## src/rtl/satalu_pkg.sv

```systemverilog
package satalu_pkg;
    typedef enum logic [2:0] {
        OP_QADD  = 3'd0,
        OP_QSUB  = 3'd1,
        OP_QDADD = 3'd2,
        OP_QDSUB = 3'd3,
        OP_WADD  = 3'd4,
        OP_RSV5  = 3'd5,
        OP_RSV6  = 3'd6,
        OP_RSV7  = 3'd7
    } op_e;

    typedef enum logic {
        STK_CLEAR = 1'b0,
        STK_SET   = 1'b1
    } stk_state_e;
endpackage

```

## src/rtl/sat_double.sv

```systemverilog
module sat_double #(
    parameter int WIDTH = 32
) (
    input  logic [WIDTH-1:0] x,
    output logic [WIDTH-1:0] y,
    output logic             sat
);
    localparam logic [WIDTH-1:0] POS_LIM = {1'b0, {(WIDTH-1){1'b1}}};
    localparam logic [WIDTH-1:0] NEG_LIM = {1'b1, {(WIDTH-1){1'b0}}};

    always_comb begin
        sat = x[WIDTH-1] ^ x[WIDTH-2];
        if (sat) y = x[WIDTH-1] ? NEG_LIM : POS_LIM;
        else     y = {x[WIDTH-2:0], 1'b0};
    end
endmodule

```

## src/rtl/sat_addsub.sv

```systemverilog
module sat_addsub #(
    parameter int WIDTH = 32
) (
    input  logic [WIDTH-1:0] a,
    input  logic [WIDTH-1:0] b,
    input  logic             sub,
    output logic [WIDTH-1:0] y,
    output logic             sat
);
    localparam logic [WIDTH-1:0] POS_LIM = {1'b0, {(WIDTH-1){1'b1}}};
    localparam logic [WIDTH-1:0] NEG_LIM = {1'b1, {(WIDTH-1){1'b0}}};

    logic [WIDTH:0] ext_a, ext_b, ext_r;

    always_comb begin
        ext_a = {a[WIDTH-1], a};
        ext_b = {b[WIDTH-1], b};
        ext_r = sub ? (ext_a - ext_b) : (ext_a + ext_b);
        sat   = ext_r[WIDTH] ^ ext_r[WIDTH-1];
        if (sat) y = ext_r[WIDTH] ? NEG_LIM : POS_LIM;
        else     y = ext_r[WIDTH-1:0];
    end
endmodule

```

## src/rtl/wrap_add.sv

```systemverilog
module wrap_add #(
    parameter int WIDTH = 32
) (
    input  logic [WIDTH-1:0] a,
    input  logic [WIDTH-1:0] b,
    output logic [WIDTH-1:0] y,
    output logic             ovf
);
    always_comb begin
        y   = a + b;
        ovf = (a[WIDTH-1] == b[WIDTH-1]) && (y[WIDTH-1] != a[WIDTH-1]);
    end
endmodule

```

## src/rtl/satalu_top.sv

```systemverilog
module satalu_top
    import satalu_pkg::*;
#(
    parameter int WIDTH      = 32,
    parameter int STICKY_POS = 27,
    parameter int OVF_POS    = 28
) (
    input  logic             clk,
    input  logic             rst_n,
    input  logic             in_valid,
    input  logic [2:0]       op,
    input  logic [WIDTH-1:0] a,
    input  logic [WIDTH-1:0] b,
    input  logic             sticky_clr,
    output logic             out_valid,
    output logic [WIDTH-1:0] result,
    output logic [WIDTH-1:0] status
);
    op_e              op_e_w;
    logic [WIDTH-1:0] b_dbl, b_eff, as_y, wr_y;
    logic             dbl_sat, as_sat, wr_ovf, use_dbl, do_sub;
    logic [WIDTH-1:0] res_d;
    logic             ovf_d, sat_evt;
    logic             ovf_q;
    stk_state_e       stk_q, stk_d;

    assign op_e_w = op_e'(op);

    sat_double #(.WIDTH(WIDTH)) i_dbl (
        .x(b), .y(b_dbl), .sat(dbl_sat)
    );

    sat_addsub #(.WIDTH(WIDTH)) i_as (
        .a(a), .b(b_eff), .sub(do_sub), .y(as_y), .sat(as_sat)
    );

    wrap_add #(.WIDTH(WIDTH)) i_wr (
        .a(a), .b(b), .y(wr_y), .ovf(wr_ovf)
    );

    // operation decode
    always_comb begin
        use_dbl = 1'b0;
        do_sub  = 1'b0;
        res_d   = '0;
        ovf_d   = 1'b0;
        sat_evt = 1'b0;
        unique case (op_e_w)
            OP_QADD: begin
                res_d   = as_y;
                sat_evt = as_sat;
            end
            OP_QSUB: begin
                do_sub  = 1'b1;
                res_d   = as_y;
                sat_evt = as_sat;
            end
            OP_QDADD: begin
                use_dbl = 1'b1;
                res_d   = as_y;
                sat_evt = as_sat | dbl_sat;
            end
            OP_QDSUB: begin
                use_dbl = 1'b1;
                do_sub  = 1'b1;
                res_d   = as_y;
                sat_evt = as_sat | dbl_sat;
            end
            OP_WADD: begin
                res_d = wr_y;
                ovf_d = wr_ovf;
            end
            default: begin
                res_d = '0;
            end
        endcase
        b_eff = use_dbl ? b_dbl : b;
    end

    // result and overflow registers
    always_ff @(posedge clk or negedge rst_n) begin
        if (!rst_n) begin
            out_valid <= 1'b0;
            result    <= '0;
            ovf_q     <= 1'b0;
        end else begin
            out_valid <= in_valid;
            if (in_valid) begin
                result <= res_d;
                ovf_q  <= ovf_d;
            end
        end
    end

    // sticky state register
    always_ff @(posedge clk or negedge rst_n) begin
        if (!rst_n) stk_q <= STK_CLEAR;
        else        stk_q <= stk_d;
    end

    // sticky next state
    always_comb begin
        stk_d = stk_q;
        unique case (stk_q)
            STK_CLEAR: if (in_valid && sat_evt) stk_d = STK_SET;
            STK_SET:   if (sticky_clr && !(in_valid && sat_evt)) stk_d = STK_CLEAR;
            default:   stk_d = STK_CLEAR;
        endcase
    end

    // status word outputs
    always_comb begin
        status             = '0;
        status[STICKY_POS] = (stk_q == STK_SET);
        status[OVF_POS]    = ovf_q;
    end
endmodule

```

## config.mk

```make
export PLATFORM = sky130hd
export DESIGN_NAME = satalu_top
export DESIGN_NICKNAME = d
export VERILOG_FILES = /design/src/rtl/satalu_pkg.sv /design/src/rtl/sat_double.sv /design/src/rtl/sat_addsub.sv /design/src/rtl/wrap_add.sv /design/src/rtl/satalu_top.sv
export SDC_FILE = /design/constraint.sdc
export NUM_CORES = 1
export LEC_CHECK = 0
export BUFFER_PORTS_ARGS = -buffer_cell sky130_fd_sc_hd__buf_2
export CORE_AREA = 2 2 143 145
export CTS_CLUSTER_DIAMETER = 200
export DETAILED_ROUTE_END_ITERATION = 16
export DIE_AREA = 0 0 145 147
export PLACE_DENSITY = 0.62
export SYNTH_ARGS = -nofsm -noshare
export SYNTH_HDL_FRONTEND = slang
export SYNTH_SLANG_ARGS = --single-unit
```

## constraint.sdc

```tcl
create_clock -name clk -period 0.8 [get_ports clk]
set_input_delay 0.12 -clock clk [delete_from_list [all_inputs] [get_ports clk]]
set_output_delay 0.12 -clock clk [all_outputs]
set_load 0.005 [all_outputs]
```

==> results of run 1 <==
-- state kept, by name, summed over array words and instances, names as in the netlist --
signal and cells:
result 32, ovf_q 1, stk_q 1, out_valid 1
-- critical path, delay by kind of cell --
kind / cells / cell delay (ns)
AOI/OAI and AO/OA: 9 / 1.68
and+or+nand+nor: 6 / 1.01
buffers and inverters: 7 / 0.94
xor gates and xnor gates: 1 / 0.16
adders and majority gates: 2 / 0.64
-- repair_timing --
item                                   CTS  global route
endpoints found under the hold margin   35             0
hold buffers                             1             0
setup buffers                           36            27
pin swaps                               51            86
cloned                                   2             0
setup endpoints to repair               69            69
resized for setup                      109            79
-- final cells by class --
class | instances | area, sq um
tap | 270 | 338
clock buffer | 7 | 143
clock inverter | 1 | 8.76
fill | 1809 | 8320
inverter | 19 | 76.3
sequential | 35 | 876
timing repair buffer | 502 | 3720
multi-input combinational | 844 | 6370
-- routing by layer --
layer | up-vias | part of all wire | track usage
li1 | 4340 | - | -
met1 | 4071 | 0.46 | 0.360
met2 | 299 | 0.46 | 0.409
met3 | 39 | 0.059 | 0.0211
met4 | 0 | 0.020 | 0.0718
met5 | - | 0 | 0
-- power by group through the flow --
| stage | Combinational (mW) | Sequential (mW) | Clock, mW |
|---|---|---|---|
| after floorplan | 5.96 | 2.62 | 0 |
| after detailed placement | 11.0 | 2.63 | 0 |
| after global placement | 10.9 | 2.61 | 0 |
| final | 13.7 | 2.57 | 1.97 |
| after global routing | 14.8 | 2.64 | 2.05 |
| after CTS | 12.5 | 2.58 | 1.99 |
-- kinds of logic after synthesis --
logic type | count (synthesis)
flops | 35
compound gates | 353
mux | 5
simple gates | 297
buf+inv | 92
xor+xnor | 88
other cells | 1
fa+ha+maj | 71
-- worst max-delay path by stage --
stage / startpoint / to / depth (start not counted)
2_1_floorplan: b[31] / result[22] / 27
3_3_place_gp: b[30] / result[24] / 25
3_5_place_dp: b[30] / result[24] / 22
4_1_cts: b[30] / result[14] / 26
5_1_grt: b[30] / result[17] / 26
6_report: b[30] / result[5] / 25
-- per-stage QoR --
stage | TNS (ns) | worst slack, ns
6_report | -120.98 | -3.58
5_1_grt | -127.67 | -3.77
4_1_cts | -115.77 | -3.40
3_5_place_dp | -131.57 | -4.02
3_3_place_gp | -129.44 | -3.99
2_1_floorplan | -119.67 | -3.74
-- cell usage in the layout (no fill, tap or decap), types with 30 or more instances in the layout --
cell type                 count
sky130_fd_sc_hd__a21oi_1    116
sky130_fd_sc_hd__buf_2       97
sky130_fd_sc_hd__buf_4      362
sky130_fd_sc_hd__buf_6       38
sky130_fd_sc_hd__conb_1      30
sky130_fd_sc_hd__dfrtp_1     35
sky130_fd_sc_hd__ha_1        55
sky130_fd_sc_hd__nand2_1     84
sky130_fd_sc_hd__nor2_1      80
sky130_fd_sc_hd__xnor2_1     50
==> results by stage, run 1 <==
Status:
- The run finished, with violations left.
- The final reports fail on negative setup slack.

Synth:
- The mean area per synthesized cell is 7.20 sq um.
- The count of warnings emitted by yosys is 0.
- Of the total synthesized cell area, the portion taken by AND, OR, NAND and NOR gates is 0.207.
- The post-synthesis register bit count is 35.
- The commonest cells after synthesis are 134 x sky130_fd_sc_hd__a21oi_1, 95 x sky130_fd_sc_hd__nor2_1, 86 x sky130_fd_sc_hd__nand2_1.
- The compound-cell area share of the yosys netlist came to 0.331.
- Of the total synthesized cell area, the portion taken by XOR and XNOR cells is 0.117.
- After synthesis the cells add up to 6780 sq um.
- The number of flops mapped to enable cells by yosys is 0.
- In the post-synthesis netlist, the biggest area contributors are sky130_fd_sc_hd__dfrtp_1 13%, sky130_fd_sc_hd__ha_1 12%, sky130_fd_sc_hd__a21oi_1 9.9%.
- The cell type with the largest total area after synthesis is sky130_fd_sc_hd__dfrtp_1.
- Of the synthesized area, sequential elements account for 0.129.
- Counting flops with an async set or reset pin after synthesis yields a share of 1.00.
- Of the post-synthesis cell area, the part taken by muxes is 0.00959.
- The synthesized netlist cell count is 942.
- The main combinational cell family by area after synthesis is compound AO/OA/AOI/OAI gates.
- The count of distinct cell types in the synthesized netlist is 81.
- The predominant post-synthesis flop cell is sky130_fd_sc_hd__dfrtp_1.
- The area share of the largest cell type after synthesis is 0.129.
- Among all cell types in the netlist, the one instantiated most often is sky130_fd_sc_hd__a21oi_1.
- The post-synthesis share of cell area spent on full adders, half adders and majority gates is 0.133.

Worst hold path:
- The start point of the worst min-delay path is sticky_clr.
- The worst hold path terminates at stk_q.
- The class of the worst hold path is primary input to flop.
- The number of cells traversed by the worst hold path is 2.

Clock network:
- The CTS tree is yes.
- The number of buffers created by CTS is 5.
- The clock reaches the later pin of the worst-skew pair after 0.28 ns.
- The tree built by TritonCTS fans out to 35 sinks.
- The cell chosen for the clock root is sky130_fd_sc_hd__clkbuf_16.
- The clock passes through at most 2 buffers.
- Clock-pin slew was measured on the worst setup and hold paths at roughly 0.050 ns.
- The H-tree depth reported by CTS is 2.

Setup path:
- The kind of capture point of the worst setup path is a flop.
- The critical path data required time is between 0.9 and 1 ns.
- The reg2reg setup slack is -0.16 ns.
- The launching element type of the critical path is a primary input.
- The master of the slowest instance on the critical path is sky130_fd_sc_hd__o41ai_4.
- The largest single stage delay on the critical path is 0.49 ns.
- The start of the worst register-to-register path is result[11].
- The most numerous cell type found on the critical path is sky130_fd_sc_hd__buf_4.
- At the worst endpoint, the arrival time is between 4 and 5 ns.
- The largest fanout of any net on the critical path is 11.
- The endpoint of the worst-slack reg-to-reg timing path is result[11].
- The worst register-to-register path has a depth of 3.
- The startpoint-to-endpoint class of the critical path is primary input to flop.

Power and ir drop:
- In this run the power density over the cells is about 1600 nW/um^2.
- The power dissipated by switching net loads is approximately 7.6 mW.
- The leakage power is 5.53 nW.
- The proportion of power drawn by the clock network is 0.108.
- The share of total power dissipated in combinational logic is 0.751.
- Of the total power, registers draw 0.141.
- Of the total power, the share spent switching nets is 0.417.
- The design draws 18.3 mW.
- The total internal power is 10.6 mW.
- The maximum vdd drop is around 0.0010 V.

Die:
- Pin placement for this block handled 136 I/O pins.
- The die boundary width is ~150 um.
- The overall die height is 147 um.
- The core box area is 19800 sq um.
- The effective utilization at floorplan is 0.342.
- The die covers 21300 sq um.
- The number of placement rows is 52.

Placed design:
- Summing all placed instances gives a cell area of 10100 sq um.
- The number of buffer cells added on primary ports is 105.
- The HPWL after detailed placement is 23000 um.
- The cell count after placement is 1609.
- The final weighted congestion in routability-driven placement is 0.928.

Timing:
- The max-slew headroom at the worst pin is 0.635.
- The number of max-slew violations in the final report is 0.
- The fraction of the cycle the final worst path needs is 5.47.
- Hold is met by ~0.011 ns.
- Setup repair after global routing could not meet its margin everywhere.
- The final-report hold violation count was 0.
- In the post-route analysis, the smallest setup slack over all paths is -3.58 ns.
- For the pin with the worst max-slew slack, the measured transition is 0.542 ns.
- Setup violations remaining at the end of the flow were counted as 69.
- For the finished layout, the period the worst path requires is 4.38 ns.
- The final setup skew is 0 ns.
- The fmax is roughly 230 MHz.

Global route:
- The number of antenna violations at the first check in global routing is 0.
- Across every metal layer, demand over resource in global routing totals 0.252.
- After global routing the overflow that remains totals 0.
- The global-route wire length before repair is between 40000 and 50000 um.
- The via count of the first global-routing pass was 8386.
- Entering global routing, the biggest net connects 36 pins.

Route:
- In the final routed layout, each cell accounts on average for around 17 um.
- The via count is 8749.
- The iteration count of the initial detailed-routing pass is 6.
- Using the TritonRoute via totals, the vias-per-cell ratio works out to about 5.2.
- The final wirelength is 28200 um.
- The detailed router's first-iteration violation count is roughly 650.
- In the routed design, unresolved DRC markers number 0.
- The detail route stage leaves a number of antenna-violating nets equal to 0.

Layout:
- The area growth from synthesis to layout is 70.0%.
- The finished cells cover 11500 sq um.
- The post-route core utilization is 0.581.
- The count of antenna diodes in the layout is 0.
- The fraction of final layout cells sized beyond drive strength 1 is 0.469.
- The number of nets in the final layout is 1547.
- The final standard cell count with taps included and fillers excluded is approximately 1.7k.

Flow run:
- The tool flagged a number of max-cap violations equal to 0.
(Power assumes the default switching activity.)
==> inputs of run 2 (changes only) <==
- ABC_AREA: unset -> 1
- CELL_PAD_IN_SITES_DETAIL_PLACEMENT: unset -> 1
- CELL_PAD_IN_SITES_GLOBAL_PLACEMENT: unset -> 2
- CORE_AREA: 2 2 143 145 -> 2 2 170 172
- DIE_AREA: 0 0 145 147 -> 0 0 172 174
- PLACE_DENSITY: 0.62 -> 0.84
==> run 2 against run 1 <==
The run still ends with negative setup slack left. Utilization is 12 points lower. Sequential cell count stayed put. Synthesized area is 10% higher. Global-route usage is 0.82 points higher. Maximum frequency is 8.8% higher. Register-to-register slack better by 0.10 ns. Largest power group unchanged.
==> results by stage, run 2 <==
Synth:
- The synthesized design contains 35 register bits.
- The number of flops mapped to enable cells by yosys is 0.
- In the synthesized netlist the dominant register cell turns out to be sky130_fd_sc_hd__dfrtp_1.
- Sorting the synthesized cells by how often they occur yields 377 x sky130_fd_sc_hd__nand2_1, 149 x sky130_fd_sc_hd__nor2_1, 124 x sky130_fd_sc_hd__a21oi_1.
- The share of the Yosys chip area taken by registers is 0.117.
- After synthesis the cells add up to between 7000 and 8000 sq um.
- The synthesized netlist cell count is 1294.
- The count of warnings emitted by yosys is 0.
- Sorting the synthesized cells by area gives the leading types as sky130_fd_sc_hd__nand2_1 19%, sky130_fd_sc_hd__dfrtp_1 12%, sky130_fd_sc_hd__ha_1 11%.
- The cell type with the largest total area after synthesis is sky130_fd_sc_hd__nand2_1.
- The share of synthesized flip-flops with an asynchronous set or reset is 1.00.
- The mean area per synthesized cell is approximately 5.8 sq um.
- Of the post-synthesis cell area, the dominant cell type holds 0.189.
- Yosys instantiated no cell more often than sky130_fd_sc_hd__nand2_1.
- The count of distinct cell types in the synthesized netlist is 44.

Layout:
- The leading cell type in the layout, fill and taps excluded is sky130_fd_sc_hd__buf_4.
- The register with the most flip-flops in the layout has 32 of them.
- The register containing the most flip-flops in the final layout is result.
- The count of antenna diodes in the layout is 0.
- Leaving out fill and tap cells, the most frequent cells in the layout are 434 x sky130_fd_sc_hd__buf_4, 353 x sky130_fd_sc_hd__nand2_1, 132 x sky130_fd_sc_hd__nor2_1.
- At the end of the flow the core is filled with cells to 0.463.
- The area overhead of the layout relative to synthesis is 74.5%.
- The final standard cell count with taps included and fillers excluded is 2220.
- Counting the fill cells in the layout gives 3764.
- The number of nets in the final layout is 1975.
- In the final layout, the share of cells above drive strength 1 is 0.422.

Worst hold path:
- For hold timing, the worst endpoint is stk_q.
- The number of cells traversed by the worst hold path is 2.
- The start point of the worst min-delay path is sticky_clr.
- The class of the worst hold path is primary input to flop.

Die:
- The initial utilization of the core area, before any placement, comes to 0.265.
- The die is ~170 um tall.
- The number of placement rows is 62.
- In this run the horizontal extent of the chip is 172 um.
- The area of the die is 29900 sq um.
- The core box area is 28200 sq um.
- The number of primary I/O pins is 136.

Timing:
- The fraction of the cycle the final worst path needs is 5.03.
- Setup repair after global routing could not meet its margin everywhere.
- After layout, the worst setup slack is -3.22 ns.
- The number of max-slew violations in the final report is 0.
- The tightest hold path in the finished design has a slack of 0.0457 ns.
- The fmax is about 250 MHz.
- The final-report hold violation count is 0.
- Setup violations remaining at the end of the flow were counted as 69.
- For the pin with the worst max-slew slack, the measured transition is 0.680 ns.
- The worst pin sits at a relative slew slack of 0.542.
- Across the routed clock network, the largest skew measured is 0 ns.
- For the finished layout, the period the worst path requires is 4.02 ns.

Setup path:
- The largest fanout of any net on the critical path is 18.
- The kind of capture point of the worst setup path is a flop.
- The endpoint of the worst-slack reg-to-reg timing path is result[31].
- The worst setup path is launched from a primary input.
- The slowest stage of the critical path belongs to the cell sky130_fd_sc_hd__ha_4.
- The startpoint-to-endpoint class of the critical path is primary input to flop.
- The most frequent cell on the critical path is sky130_fd_sc_hd__nand2_1.
- The count of cells along the worst register-to-register path is 4.
- The launch point of the critical path is b[31].
- The start of the worst register-to-register path is result[31].
- The reg2reg setup slack is -0.06 ns.
- The data arrival time of the worst path is 4.19 ns.
- The delay of the slowest critical-path stage is about 0.33 ns.
- The critical path data required time is 0.97 ns.

Clock network:
- No sink is reached through more buffers than the 2 on the longest clock path.
- The number of buffers created by CTS is 5.
- The CTS tree is yes.
- The later pin in the worst-skew pair is clocked with a latency of 0.28 ns.
- The clock drives 35 sinks.
- The cell chosen for the clock root is sky130_fd_sc_hd__clkbuf_16.
- The H-tree depth reported by CTS is 2.
- The clock edge transition at the registers on the reported setup and hold paths is about 0.06 ns.

Route:
- After the first detailed-routing iteration, the DRC count stood at about 360.
- In the routed design, unresolved DRC markers number 0.
- The final wirelength is 40200 um.
- The first detailed-routing pass took 5 iterations.
- The routed layout has ~11k vias.
- In the final routed layout, each cell accounts on average for 18.1 um.
- The count of nets left with antenna violations once routing finished came out at 0.
- The average via count per standard cell is roughly 4.8.

Power and ir drop:
- In this run the power density over the cells is 1460 nW/um^2.
- The analysis attributes to cell leakage a power of around 6.7 nW.
- Of the total power, combinational logic draws 0.767.
- The net switching fraction of the power is 0.456.
- The sequential fraction of design power is 0.125.
- Summed over all nets, the switching power comes to 8.72 mW.
- The internal power of the cells totals 10.4 mW.
- The maximum vdd drop is 0.000933 V.
- The proportion of power drawn by the clock network is 0.108.

Placed design:
- The HPWL after detailed placement is between 30000 and 40000 um.
- At the end of routability-driven placement, the weighted congestion stood at 0.962.
- The number of placed instances, taps included, is 2161.
- The number of buffer cells added on primary ports is ~110.

Global route:
- The via count of the first global-routing pass came to roughly 11k.
- The first global-routing pass estimated 60500 um of wire.
- The number of antenna violations at the first check in global routing came to 0.
- The overall global routing resource usage is 0.261.
- Entering global routing, the biggest net connects 36 pins.
- The leftover overflow at the end of global routing is 0.

Status:
- The flow ran to the end, but the final reports show violations.
- The final reports fail on negative setup slack.

Flow run:
- The tool flagged a number of max-cap violations equal to 0.
## run 2: worst max path at each step
stage | end | cells after the start
final | result[30] | 35
after global placement | result[0] | 26
after CTS | result[17] | 34
after detailed placement | result[21] | 29
after floorplan | result[7] | 35
after global routing | result[30] | 35
## run 2: metal layers
layer  GRT usage  up-vias  share of wire
met4      0.0795        0          0.034
li1            -     5286              -
met3      0.0180       69          0.034
met5           0        -              0
met1       0.334     5153           0.44
met2       0.463      222           0.49
## run 2: worst max-delay path, delay by kind of cell
family	cells	cell delay, ns
buffers and inverters	6	0.54
XOR/XNOR	1	0.17
AND/OR/NAND/NOR	25	2.63
AO/OA/AOI/OAI	1	0.10
adder cells (fa/ha/maj)	2	0.60
## run 2: cells by family (layout without fill, tap and decap cells)
logic type,Yosys count,after routing,synth area share
adders and majority gates,69,69,0.117
DFF,35,35,0.117
and+or+nand+nor,665,666,0.371
AOI/OAI and AO/OA,278,278,0.205
xor gates and xnor gates,58,58,0.0678
buffers and inverters,188,700,0.121
other,1,30,0.000501
## run 2: stage by stage
stage          setup TNS [ns]  power (mW)  area, sq um  worst slack (ns)
2_1_floorplan          -95.02        8.35         7870             -2.90
3_3_place_gp          -120.18        14.0        11600             -3.65
4_1_cts               -105.26        17.8        12500             -3.08
3_5_place_dp          -123.35        14.3        11600             -3.77
5_1_grt               -118.18        20.4        13100             -3.48
6_report              -108.98        19.1        13100             -3.22
## run 2: final cells by class
class | instances | area (sq um) | share of cell area
multi-input combinational | 1101 | 6810 | 0.521
timing repair buffer | 568 | 4240 | 0.325
sequential | 35 | 876 | 0.0670
inverter | 123 | 489 | 0.0374
tap | 384 | 480 | 0.0368
clock buffer | 8 | 156 | 0.0120
timing repair inverter | 1 | 11.3 | 0.000862
## run 2: repair_timing
action                                 CTS  global route
hold buffers                             1             0
setup buffers                           33            17
pin swaps                               55            76
cloned                                   1             2
gates resized for setup                116           102
endpoints found under the hold margin   35             0
setup endpoints to repair               69            69
## run 2: power groups by stage
stage               clock network [mW]  logic (mW)  registers [mW]
finish                            2.06        14.7            2.40
global route                      2.17        15.8            2.45
CTS                               2.09        13.3            2.41
detailed placement                   0        11.9            2.44
global placement                     0        11.6            2.42
floorplan                            0        5.91            2.44
==> inputs of run 3 (changes only) <==
- ABC_AREA: 1 -> unset
- CORE_AREA: 2 2 170 172 -> 2 2 156 158
- DIE_AREA: 0 0 172 174 -> 0 0 158 160
- PLACE_DENSITY: 0.84 -> 0.85
==> run 3 against run 2 <==
The flow still finishes with violations (negative setup slack). Maximum frequency shrank 15%. Combinational power is essentially flat. Largest cell class unchanged. Sequential cell count is the same. Setup slack lost 0.69 ns.
==> results by stage, run 3 (synthesized netlist as in run 1, its figures left out) <==
Status:
- The run finished, with violations left.
- The final reports fail on negative setup slack.

Power and ir drop:
- The internal power of the cells totals ~11 mW.
- For this design the total switching power over the nets is 8.80 mW.
- VDD sags by at most approximately 0.00091 V.
- For this design the ratio of total power to cell area is 1670 nW/um^2.
- Summed over all cells, the static leakage comes to 5.58 nW.
- The sequential fraction of design power is 0.133.
- The net switching fraction of the power is 0.451.
- The combinational group share of total power is 0.762.
- The total power after layout is 19.5 mW.
- The proportion of power drawn by the clock network is 0.105.

Setup path:
- The worst setup path is captured at a flop.
- The startpoint-to-endpoint class of the critical path is primary input to flop.
- In this run the worst path has a maximum fanout of 7.
- At the worst endpoint, the arrival time is 4.89 ns.
- The critical path data required time is between 0.9 and 1 ns.
- The launching element type of the critical path is a primary input.

Worst hold path:
- The class of the worst hold path is primary input to flop.

Placed design:
- The setup slack after placement is -4.37 ns.
- The final weighted congestion in routability-driven placement is 0.959.
- Detailed placement ended at an HPWL of 27100 um.
- After detailed placement, the total cell area comes to between 10000 and 15000 sq um.
- The count of buffers added on input and output ports is 105.

Global route:
- For this run, global-route usage on met1 was measured as 0.339.
- The leftover overflow at the end of global routing is 0.
- The met3 capacity usage during global routing is 0.0201.
- Entering global routing, the biggest net connects 36 pins.
- The via count of the first global-routing pass is 9568.
- The overall global routing resource usage is 0.261.
- The number of antenna violations at the first check in global routing is 0.
- After global routing, the most crowded layer is met2.
- The first global-routing pass estimated between 50000 and 60000 um of wire.
- The global-route track usage on met2 is 0.462.

Timing:
- The final setup skew is 0 ns.
- Setup repair after global routing could not meet its margin everywhere.
- The number of endpoints failing setup at the final stage is 69.
- The final-report hold violation count is 0.
- Setup slack on the critical path of the routed design comes to -3.91 ns.
- Static timing analysis puts the maximum clock frequency at 212 MHz.
- The minimum clock period is 4.71 ns.
- The number of max-slew violations in the final report was 0.
- The measured slew at the worst slew-check pin is 0.867 ns.
- The fraction of the cycle the final worst path needs is 5.89.
- Headroom to the max-slew limit came out at 0.420.

Die:
- The die covers roughly 25000 sq um.
- The total area inside the core boundary comes to 23800 sq um.
- The number of primary I/O pins is 136.
- The die boundary width is 158 um.
- The floorplan has 57 rows.
- For this configuration, the core starts out at a cell density of 0.285.
- The overall die height is 160 um.

Layout:
- result holds more flip-flops than any other register.
- The library cell used most frequently in the layout, excluding fill and tap cells, is sky130_fd_sc_hd__buf_4.
- The number of flip-flops in the largest register is 32.
- Once layout is complete, the utilization of the core stands at 0.492.
- The number of nets in the final layout is 1555.
- From synthesis to final layout, the design area changed by 72.8%.
- In the layout the commonest cells are 376 x sky130_fd_sc_hd__buf_4, 109 x sky130_fd_sc_hd__a21oi_1, 96 x sky130_fd_sc_hd__buf_2.
- The final instance area is roughly 12000 sq um.
- The count of antenna diodes in the layout is 0.
- In the final layout, the share of cells above drive strength 1 is 0.477.

Route:
- The count of nets left with antenna violations once routing finished came out at 0.
- After detailed routing, the average wire length per cell comes to 23.0 um.
- The first detailed-routing pass ran for 7 iterations.
- Using the TritonRoute via totals, the vias-per-cell ratio works out to about 5.6.
- Summing over every cut layer, the via total after detailed routing is 9778.
- After detailed routing, the number of remaining DRC violations is 0.
- The detailed router's first-iteration violation count is 926.
- The final wirelength is roughly 40000 um.

Clock network:
- TritonCTS built the clock tree.
- The H-tree was split into 2 levels.
- Clock-pin slew was measured on the worst setup and hold paths at around 0.060 ns.
- At the later pin of the worst-skew pair, clock insertion delay measures around 0.29 ns.
- The number of buffers on the longest clock path is 2.
- The number of buffers created by CTS is 5.
- CTS placed an instance of sky130_fd_sc_hd__clkbuf_16 at the clock tree root.
- Clock tree synthesis found a total of 35 sinks.

Flow run:
- The tool flagged a number of max-cap violations equal to 0.
run 3: layout make-up:
type	count	area, sq um
Multi-Input combinational cell	844	6420
Sequential cell	35	876
Inverter	19	76.3
Clock inverter	1	8.76
Fill cell	2947	12100
Clock buffer	7	143
Timing Repair Buffer	510	3790
Tap cell	324	405
run 3: what timing repair did:
action,4_1_cts,5_1_grt
buffers inserted,46,22
pin swaps,37,55
hold buffers,1,0
endpoints found under the hold margin,35,0
endpoints found under the setup margin,69,69
gates resized for setup,100,90
cloned,0,2
run 3: worst max-delay path, stage by stage:
cell and delay, ns:
sky130_fd_sc_hd__buf_8 0.08, sky130_fd_sc_hd__inv_6 0.03, sky130_fd_sc_hd__ha_4 0.32, sky130_fd_sc_hd__or4bb_4 0.50
sky130_fd_sc_hd__o221ai_2 0.20, sky130_fd_sc_hd__and4b_1 0.24, sky130_fd_sc_hd__a22o_1 0.20, sky130_fd_sc_hd__and3_4 0.33
sky130_fd_sc_hd__a21oi_4 0.10, sky130_fd_sc_hd__xor2_2 0.18, sky130_fd_sc_hd__ha_4 0.33, sky130_fd_sc_hd__and2_4 0.17
sky130_fd_sc_hd__nand4_1 0.13, sky130_fd_sc_hd__buf_4 0.19, sky130_fd_sc_hd__o41ai_4 0.41, sky130_fd_sc_hd__buf_4 0.23
sky130_fd_sc_hd__a31oi_4 0.10, sky130_fd_sc_hd__a211o_1 0.25, sky130_fd_sc_hd__o211ai_1 0.18, sky130_fd_sc_hd__buf_4 0.23
sky130_fd_sc_hd__o21ai_1 0.09, sky130_fd_sc_hd__a31oi_1 0.26
run 3: metrics by stage:
step                hold slack, ns  cells  TNS (ns)
finish                      0.0246   1740   -130.97
global route                0.0331   1740   -134.63
CTS                        0.00823   1719   -121.89
detailed placement          0.0955   1665   -141.25
global placement            0.0931   1665   -134.09
floorplan                   -0.176    971   -119.67
run 3: power groups by stage:
stage	Sequential [mW]	Clock [mW]	Combinational, mW
after floorplan	2.62	0	5.96
after global placement	2.63	0	10.9
after detailed placement	2.64	0	11.4
after CTS	2.59	2.06	12.9
after global routing	2.67	2.11	15.7
final	2.61	2.04	14.9
run 3: final timing paths:
check                            from          to  slack (ns)  cells past startpoint
max in group asynchronous       rst_n  result[16]        0.27                      3
hold / removal             sticky_clr       stk_q        0.02                      2
hold reg to reg             result[3]   result[3]        0.51                      2
setup / recovery                b[30]  result[17]       -3.91                     22
setup reg to reg           result[18]  result[18]       -0.18                      3
min in group asynchronous       rst_n   result[6]        0.34                      3
run 3: metal layers:
layer  up-vias  share of wire
li1       4352              -
met1      4781           0.40
met2       487           0.48
met3       158          0.060
met4         0          0.056
met5         -              0
